**src/rtl/fbs_pkg.sv**
```systemverilog
package fbs_pkg;
    localparam int STAT_W   = 16;
    localparam int BIT_TIP  = 0;
    localparam int BIT_RIP  = 1;
    localparam int BIT_LOST = 2;
    localparam int BIT_BUSF = 3;
    localparam int BIT_CPUF = 4;
    localparam int USED_W   = 5;

    typedef enum logic {
        TX_IDLE,
        TX_SENDING
    } tx_state_e;

    typedef enum logic {
        RX_IDLE,
        RX_ACTIVE
    } rx_state_e;

    // bit 0 = bus side full, bit 1 = cpu side full
    typedef enum logic [1:0] {
        BUF_EMPTY = 2'b00,
        BUF_BUS   = 2'b01,
        BUF_CPU   = 2'b10,
        BUF_BOTH  = 2'b11
    } buf_state_e;
endpackage

```
**src/rtl/fbs_tx_fsm.sv**
```systemverilog
module fbs_tx_fsm
    import fbs_pkg::*;
(
    input  logic clk,
    input  logic rst_n,
    input  logic start,
    input  logic arb_lost,
    input  logic end_data,
    input  logic end_frame,
    output logic busy
);
    tx_state_e state_q, state_d;
    logic      stop_any;

    assign stop_any = arb_lost | end_data | end_frame;

    always_ff @(posedge clk or negedge rst_n) begin
        if (!rst_n) state_q <= TX_IDLE;
        else        state_q <= state_d;
    end

    always_comb begin
        state_d = state_q;
        unique case (state_q)
            TX_IDLE:    if (start)    state_d = TX_SENDING;
            TX_SENDING: if (stop_any) state_d = TX_IDLE;
            default:                  state_d = TX_IDLE;
        endcase
    end

    always_comb begin
        busy = (state_q == TX_SENDING);
    end

    AST_TIP_STOPS: assert property (@(posedge clk) disable iff (!rst_n)
        busy && (arb_lost || end_data || end_frame) |=> !busy);
    AST_TIP_STARTS: assert property (@(posedge clk) disable iff (!rst_n)
        !busy && start |=> busy);
endmodule

```
**src/rtl/fbs_rx_fsm.sv**
```systemverilog
module fbs_rx_fsm
    import fbs_pkg::*;
(
    input  logic clk,
    input  logic rst_n,
    input  logic start,
    input  logic end_frame,
    output logic busy
);
    rx_state_e state_q, state_d;

    always_ff @(posedge clk or negedge rst_n) begin
        if (!rst_n) state_q <= RX_IDLE;
        else        state_q <= state_d;
    end

    always_comb begin
        state_d = state_q;
        unique case (state_q)
            RX_IDLE:   if (start)     state_d = RX_ACTIVE;
            RX_ACTIVE: if (end_frame) state_d = RX_IDLE;
            default:                  state_d = RX_IDLE;
        endcase
    end

    always_comb begin
        busy = (state_q == RX_ACTIVE);
    end

    AST_RIP_STOPS: assert property (@(posedge clk) disable iff (!rst_n)
        busy && end_frame |=> !busy);
endmodule

```
**src/rtl/fbs_buf_fsm.sv**
```systemverilog
module fbs_buf_fsm
    import fbs_pkg::*;
(
    input  logic clk,
    input  logic rst_n,
    input  logic byte_rx,
    input  logic frame_rx,
    input  logic swap_req,
    input  logic cpu_release,
    input  logic sw_clr_lost,
    input  logic block_mode,
    input  logic overwrite,
    output logic bus_full,
    output logic cpu_full,
    output logic lost,
    output logic wr_en,
    output logic swap_ack
);
    buf_state_e state_q, state_d;
    logic       lost_q;
    logic       arrive, swap_go, seen_full;
    logic       bus_d, cpu_d;

    always_ff @(posedge clk or negedge rst_n) begin
        if (!rst_n) begin
            state_q <= BUF_EMPTY;
            lost_q  <= 1'b0;
        end else begin
            state_q <= state_d;
            if (arrive && seen_full)                    lost_q <= 1'b1;
            else if (sw_clr_lost || (!block_mode && cpu_release)) lost_q <= 1'b0;
        end
    end

    // occupancy decode
    always_comb begin
        unique case (state_q)
            BUF_EMPTY: begin bus_full = 1'b0; cpu_full = 1'b0; end
            BUF_BUS:   begin bus_full = 1'b1; cpu_full = 1'b0; end
            BUF_CPU:   begin bus_full = 1'b0; cpu_full = 1'b1; end
            BUF_BOTH:  begin bus_full = 1'b1; cpu_full = 1'b1; end
            default:   begin bus_full = 1'b0; cpu_full = 1'b0; end
        endcase
    end

    // swap is resolved before the arrival of the same cycle
    always_comb begin
        arrive    = block_mode ? byte_rx : frame_rx;
        swap_go   = swap_req && !cpu_full;
        seen_full = bus_full && !swap_go;
        bus_d     = arrive ? 1'b1 : (swap_go ? 1'b0 : bus_full);
        cpu_d     = swap_go ? bus_full : (cpu_release ? 1'b0 : cpu_full);
        state_d   = buf_state_e'({cpu_d, bus_d});
    end

    always_comb begin
        wr_en    = arrive && (!seen_full || overwrite);
        swap_ack = swap_go;
        lost     = lost_q;
    end

    AST_SWAP_MOVES: assert property (@(posedge clk) disable iff (!rst_n)
        swap_ack |=> cpu_full == $past(bus_full));
    AST_SWAP_BLOCKED: assert property (@(posedge clk) disable iff (!rst_n)
        swap_req && cpu_full && !cpu_release |=> cpu_full);
    AST_LOST_NEEDS_FULL: assert property (@(posedge clk) disable iff (!rst_n)
        $rose(lost) |-> $past(bus_full));
    AST_LOST_STICKY_BLOCK: assert property (@(posedge clk) disable iff (!rst_n)
        lost && block_mode && !sw_clr_lost |=> lost);
    AST_SET_WINS: assert property (@(posedge clk) disable iff (!rst_n)
        arrive && bus_full && !swap_ack && sw_clr_lost |=> lost);
    AST_DROP_NO_WRITE: assert property (@(posedge clk) disable iff (!rst_n)
        !overwrite && arrive && bus_full && !swap_ack |-> !wr_en);
endmodule

```
**src/rtl/frame_buf_status.sv**
```systemverilog
module frame_buf_status
    import fbs_pkg::*;
(
    input  logic        clk,
    input  logic        rst_n,
    input  logic        ev_tx_start,
    input  logic        ev_arb_lost,
    input  logic        ev_end_data,
    input  logic        ev_end_frame,
    input  logic        ev_rx_start,
    input  logic        ev_byte_rx,
    input  logic        ev_frame_rx,
    input  logic        swap_req,
    input  logic        cpu_release,
    input  logic        sw_clr_lost,
    input  logic        cfg_block,
    input  logic        cfg_overwrite,
    output logic [15:0] status,
    output logic        bus_buf_we,
    output logic        swap_ack
);
    localparam int PAD_W = STAT_W - USED_W;

    logic tip, rip, lost, busf, cpuf;

    fbs_tx_fsm u_tx (
        .clk       (clk),
        .rst_n     (rst_n),
        .start     (ev_tx_start),
        .arb_lost  (ev_arb_lost),
        .end_data  (ev_end_data),
        .end_frame (ev_end_frame),
        .busy      (tip)
    );

    fbs_rx_fsm u_rx (
        .clk       (clk),
        .rst_n     (rst_n),
        .start     (ev_rx_start),
        .end_frame (ev_end_frame),
        .busy      (rip)
    );

    fbs_buf_fsm u_buf (
        .clk         (clk),
        .rst_n       (rst_n),
        .byte_rx     (ev_byte_rx),
        .frame_rx    (ev_frame_rx),
        .swap_req    (swap_req),
        .cpu_release (cpu_release),
        .sw_clr_lost (sw_clr_lost),
        .block_mode  (cfg_block),
        .overwrite   (cfg_overwrite),
        .bus_full    (busf),
        .cpu_full    (cpuf),
        .lost        (lost),
        .wr_en       (bus_buf_we),
        .swap_ack    (swap_ack)
    );

    always_comb begin
        status           = '0;
        status[BIT_TIP]  = tip;
        status[BIT_RIP]  = rip;
        status[BIT_LOST] = lost;
        status[BIT_BUSF] = busf;
        status[BIT_CPUF] = cpuf;
    end

    AST_UPPER_CLEAR: assert property (@(posedge clk) disable iff (!rst_n)
        status[STAT_W-1:USED_W] == {PAD_W{1'b0}});
endmodule

```
**config.mk**
```make
export PLATFORM = sky130hd
export DESIGN_NAME = frame_buf_status
export DESIGN_NICKNAME = d
export VERILOG_FILES = /design/src/rtl/fbs_pkg.sv /design/src/rtl/fbs_tx_fsm.sv /design/src/rtl/fbs_rx_fsm.sv /design/src/rtl/fbs_buf_fsm.sv /design/src/rtl/frame_buf_status.sv
export SDC_FILE = /design/constraint.sdc
export NUM_CORES = 1
export LEC_CHECK = 0
export ABC_AREA = 1
export BUFFER_PORTS_ARGS = -buffer_cell sky130_fd_sc_hd__buf_4
export CORE_AREA = 2 2 39 41
export DETAILED_ROUTE_END_ITERATION = 6
export DIE_AREA = 0 0 41 43
export GPL_TIMING_DRIVEN = 0
export SYNTH_ARGS = -nofsm -noshare
export SYNTH_HDL_FRONTEND = slang
export SYNTH_SLANG_ARGS = --single-unit
```
**constraint.sdc**
```tcl
create_clock -name clk -period 0.8 [get_ports clk]
set_input_delay 0.16 -clock clk [delete_from_list [all_inputs] [get_ports clk]]
set_output_delay 0.16 -clock clk [all_outputs]
set_load 0.05 [all_outputs]
```
## After elaboration in Yosys (flattened, before gate mapping)

Index checks and enable logic that the tools add are counted.
Widths: inputs -> output; s select.

- Eq/ne operators: 3
- Mux-type cells: 15
- Bitwise logic cells: 4
- Reduce and logical (&&, ||, !) cells: 17

Operators with widths:

| cell | number |
|---|---|
| $mux 1 | 11 |
| $pmux 1 s2 | 4 |
| $reduce_or 2->1 | 4 |
| $logic_and 1x1->1 | 5 |
| $eq 2x2->1 const B | 2 |
| $logic_not 1->1 | 4 |
| $eq 2x1->1 const B | 1 |
| $logic_not 2->1 | 1 |
| $logic_or 1x1->1 | 2 |
| $not 1->1 | 2 |
| $or 1x1->1 | 2 |
| $reduce_bool 2->1 | 1 |

- Register bits after elaboration: 5
- Bits of input ports: 14
- Output and inout bits: 18
- Logic and storage cells: 43

## Longest topological paths before layout

- Depth in word-level cells: 10
- Gate-level depth with buffers: 5
- Depth with buffers taken out: 5

## Cells and area by module

From an unflattened synthesis, not the netlist that was laid out.

- Cells, all modules: 55
- Area total of the unflattened synthesis: 389.1 µm²

Modules (own cells, without submodules):

| module | times used | cells an instance | area each (µm²) | seq. area each (µm²) |
|---|---|---|---|---|
| fbs_buf_fsm | 1 | 25 | 173.9 | 75.1 |
| frame_buf_status | 1 | 17 | 123.9 | 0.0 |
| fbs_tx_fsm | 1 | 7 | 47.5 | 25.0 |
| fbs_rx_fsm | 1 | 6 | 43.8 | 25.0 |

## Worst setup path before layout

Ideal clock, no wire load.

- Path kind: register to output
- Start: register u_buf.state_q[1]
- End: output port bus_buf_we
- Arrival time: 0.905 ns
- Path slack: -0.265 ns
- Cell stages (with the launch flop): 6
- Path buffers: 0
- Cells stage by stage: dfrtp_1 > inv_2 > nand2_2 > nand3_1 > nand2_1 > inv_1

- Word-level cells in the longest chain between the ends: 10
- Elaborated cells on any way between the ends: 17
- Classes of those cells: eq/ne (3); mux (2); reduce/logical (12)

RTL lines:

| item | RTL line | text |
|---|---|---|
| start, declared | fbs_buf_fsm.sv:19 | `buf_state_e state_q, state_d;` |
| start signal, assigned | fbs_buf_fsm.sv:29 | `state_q <= state_d;` |
| $eq 2x2->1 (tied with other cells) | fbs_buf_fsm.sv:37 | `unique case (state_q)` |
| $reduce_or 2->1 (no line) | - |  |
| $pmux 1 s2 | fbs_buf_fsm.sv:37 |  |
| $logic_not 1->1 | fbs_buf_fsm.sv:49 | `swap_go = swap_req && !cpu_full;` |
| $logic_and 1x1->1 | fbs_buf_fsm.sv:49 |  |
| $logic_not 1->1 | fbs_buf_fsm.sv:50 | `seen_full = bus_full && !swap_go;` |
| $logic_and 1x1->1 (*) | fbs_buf_fsm.sv:50 |  |
| $logic_not 1->1 (*) | fbs_buf_fsm.sv:57 | `wr_en = arrive && (!seen_full \|\| overwrite);` |
| $logic_or 1x1->1 (*) | fbs_buf_fsm.sv:57 |  |
| $logic_and 1x1->1 (*) | fbs_buf_fsm.sv:57 |  |
| end, declared | frame_buf_status.sv:19 | `output logic bus_buf_we,` |

Every way passes the cells marked *; elsewhere a longest branch is shown, timed or not.

## Worst setup path after layout

Same ends and word-level chain as after synthesis.

==> impl_metrics.yaml <==
synthesis:
  synth_cells: 51
  synth_top_area_cell: "dfrtp_1"
  synth.cell_area_um2: 377
  synth_top_area_share_pct: 33.2
  synth.area.top_cells: "dfrtp_1, buf_4, nand2_1"
  synth_cell_type_count: 15
  synth_seq_cells: 5
  yosys_warnings: 0
  avgSynthCellArea_um2: 7.38
  synth.yosys.seq_area_share_pct: 33.2
clocking:
  clock-sinks: 5
  path_clk_slew_ns: 0.04
  cts_tree: "built"
  clkLatencyLatePin_ns: 0.25
  cts_made_buffers: 3
  cts.htree.levels: 1
  clock-root-buffer: "clkbuf_4"
  cts.path.max_buffers: 2
route:
  drt-vias-per-instance: 3.65
  vias: 383
  wl_um: 841
  drc: 0
  wl_per_cell_um: 8.01
  first_iter_violations: 1
  dr.pass1.iters: 2
  antenna_left: 0
worst_setup_path:
  path_class: "register to output pin"
  crit_path_max_fanout: 3
  reg2reg_depth: 5
  r2r_slack_ns: -0.07
  worstPathRequired_ns: 0.64
  worstPathArrival_ns: 1.08
  endpoint_kind: "output pin"
  start_kind: "register"
  r2r_end: "u_buf.state_q[0]$_DFF_PN0_"
  reg2reg_from: "u_buf.state_q[1]$_DFF_PN0_"
min_path:
  hold_end: "u_tx.busy$_DFF_PN0_"
  min_from: "ev_end_frame"
  hold_path_class: "primary input to register"
  holdPathStages: 2
global_routing:
  grt_pass1_vias: 348
  grt_pass1_wl_um: 1320
  grt_use_total_pct: 11.3
  antenna_found_initial: 0
  gr-total-overflow: 0
  grt_max_degree: 6
outcome:
  outcome: "finished with violations"
  failed_checks: "negative setup slack"
place:
  gp_congestion: 0.671
  dpl_cell_area_um2: 599
  portBuffers: 20
  hpwlAfterDp_um: 625
  dp.cells: 97
power_and_ir_drop:
  powerDensity_nw_per_um2: 1980
  seqPwrFrac_pct: 22.2
  finalPower_mw: 1.48
  p_clk_share_pct: 19.9
  pwr-share-comb_pct: 57.9
  power.internal_mw: 0.859
  switching_power_mw: 0.619
  peakVddDrop_uv: 861
  swShare_pct: 41.9
  p_leak_nw: 0.424
final_layout:
  final_area_um2: 746
  layout.nets: 104
  layout.cells.non_filler: 105
  final_util_pct: 53.9
  drive_above_1_share_pct: 62.9
  area_growth_pct: 98.0
  insertedDiodeCount: 0
floorplan:
  die_w_um: 41
  core_area_um2: 1380
  row_count: 14
  die_h_um: 43
  initial_core_util_pct: 27.2
  ios: 32
  die_area_um2: 1760
timing:
  final-hold-violation-count: 0
  fin_ws_ns: -0.437
  fin_crit_sh_pct: 155
  tns_ns: -2.12
  max_freq_mhz: 808
  clock_skew_ns: 0.00466
  rsz0062_at_grt: "true"
  slew_viol_final: 0
  min_period_ns: 1.24
  finalSetupViolCount: 10
job:
  max_cap_violations: 0
-- synth_stat cells --
| master | number |
|---|---|
| a21oi_1 | 1 |
| a21oi_2 | 1 |
| buf_4 | 16 |
| clkbuf_1 | 2 |
| conb_1 | 1 |
| dfrtp_1 | 5 |
| inv_1 | 5 |
| inv_2 | 2 |
| nand2_1 | 10 |
| nand2_2 | 1 |
| nand3_1 | 2 |
| nand3b_1 | 1 |
| nor2_1 | 2 |
| o21ai_1 | 1 |
| o22ai_1 | 1 |
-- worst max path at each step --
stage / start / to / slack, ns
after floorplan: u_buf.state_q[1]$_DFF_PN0_ / bus_buf_we / -0.20
after global placement: u_buf.state_q[1]$_DFF_PN0_ / bus_buf_we / -0.25
final: u_buf.state_q[1]$_DFF_PN0_ / bus_buf_we / -0.44
after detailed placement: u_buf.state_q[1]$_DFF_PN0_ / bus_buf_we / -0.25
after CTS: u_buf.state_q[1]$_DFF_PN0_ / bus_buf_we / -0.45
after global routing: u_buf.state_q[1]$_DFF_PN0_ / bus_buf_we / -0.49
-- cell families after synthesis --
kind of cell	synth area share, %
AO/OA/AOI/OAI	6.64
buffers and inverters	40.9
flip-flops	33.2
other	0.996
AND/OR/NAND/NOR	18.3
-- power by group through the flow --
stage,combinational [mW],clock (mW),sequential (mW)
floorplan,0.525,0,0.323
global placement,0.670,0,0.328
detailed placement,0.674,0,0.330
CTS,0.789,0.306,0.328
global route,0.903,0.319,0.334
finish,0.856,0.294,0.328
-- worst max-delay path: stages, from the launching register on --
cell and delay [ns]:
dfrtp_1 0.34, inv_2 0.05, nand2_4 0.06, nand3_2 0.06, nand2_2 0.08, clkinvlp_4 0.08
buf_8 0.15
-- final cells by class --
| class | instances | area, um2 |
|---|---|---|
| inverter | 7 | 30.0 |
| fill | 137 | 638 |
| buffer | 14 | 104 |
| timing repair buffer | 28 | 273 |
| sequential | 5 | 125 |
| clock buffer | 4 | 26.3 |
| tap | 16 | 20.0 |
| multi-input combinational | 31 | 168 |
-- sequential cells by signal, summed over array words and instances, names as in the netlist --
name / count
u_tx.busy: 1
u_buf.state_q: 2
u_buf.lost: 1
u_rx.busy: 1
-- metrics by stage --
step | setup slack [ns] | hold slack, ns
finish | -0.437 | 0.0990
global route | -0.491 | 0.0995
CTS | -0.447 | 0.0938
detailed placement | -0.254 | -0.0342
global placement | -0.252 | -0.0349
floorplan | -0.200 | -0.136
-- layer usage --
layer | track usage [%] | up-vias | routed length [um]
met3 | 3.14 | 2 | 84
met2 | 17.5 | 20 | 474
li1 | - | 200 | -
met5 | 0 | - | 0
met4 | 8.00 | 0 | 8
met1 | 12.3 | 161 | 274
-- timing repair --
action	in CTS	in global routing
pin swaps	2	3
hold endpoints to repair	5	0
setup buffers	6	3
hold buffers	1	0
gates resized for setup	15	13
endpoints found under the setup margin	7	12
-- layout by cell type (no fill, tap or decap) --
cell,Yosys,routed
buf_4,16,29
conb_1,1,11
nand2_1,10,8
buf_8,0,7
dfrtp_1,5,5
inv_2,2,3
inv_1,5,3
buf_6,0,3
clkbuf_4,0,3
buf_2,0,2
nand2_2,1,2
nand2_4,0,1
nand3_1,2,1
o22ai_2,0,1
nand3_2,0,1
clkinvlp_4,0,1
nor2_4,0,1
a21oi_1,1,1
nor2_1,2,1
o21ai_2,0,1
a21oi_2,1,1
nand3b_1,1,1
clkbuf_1,2,1
dlygate4sd3_1,0,1
Power figures use the tool's default switching activity.
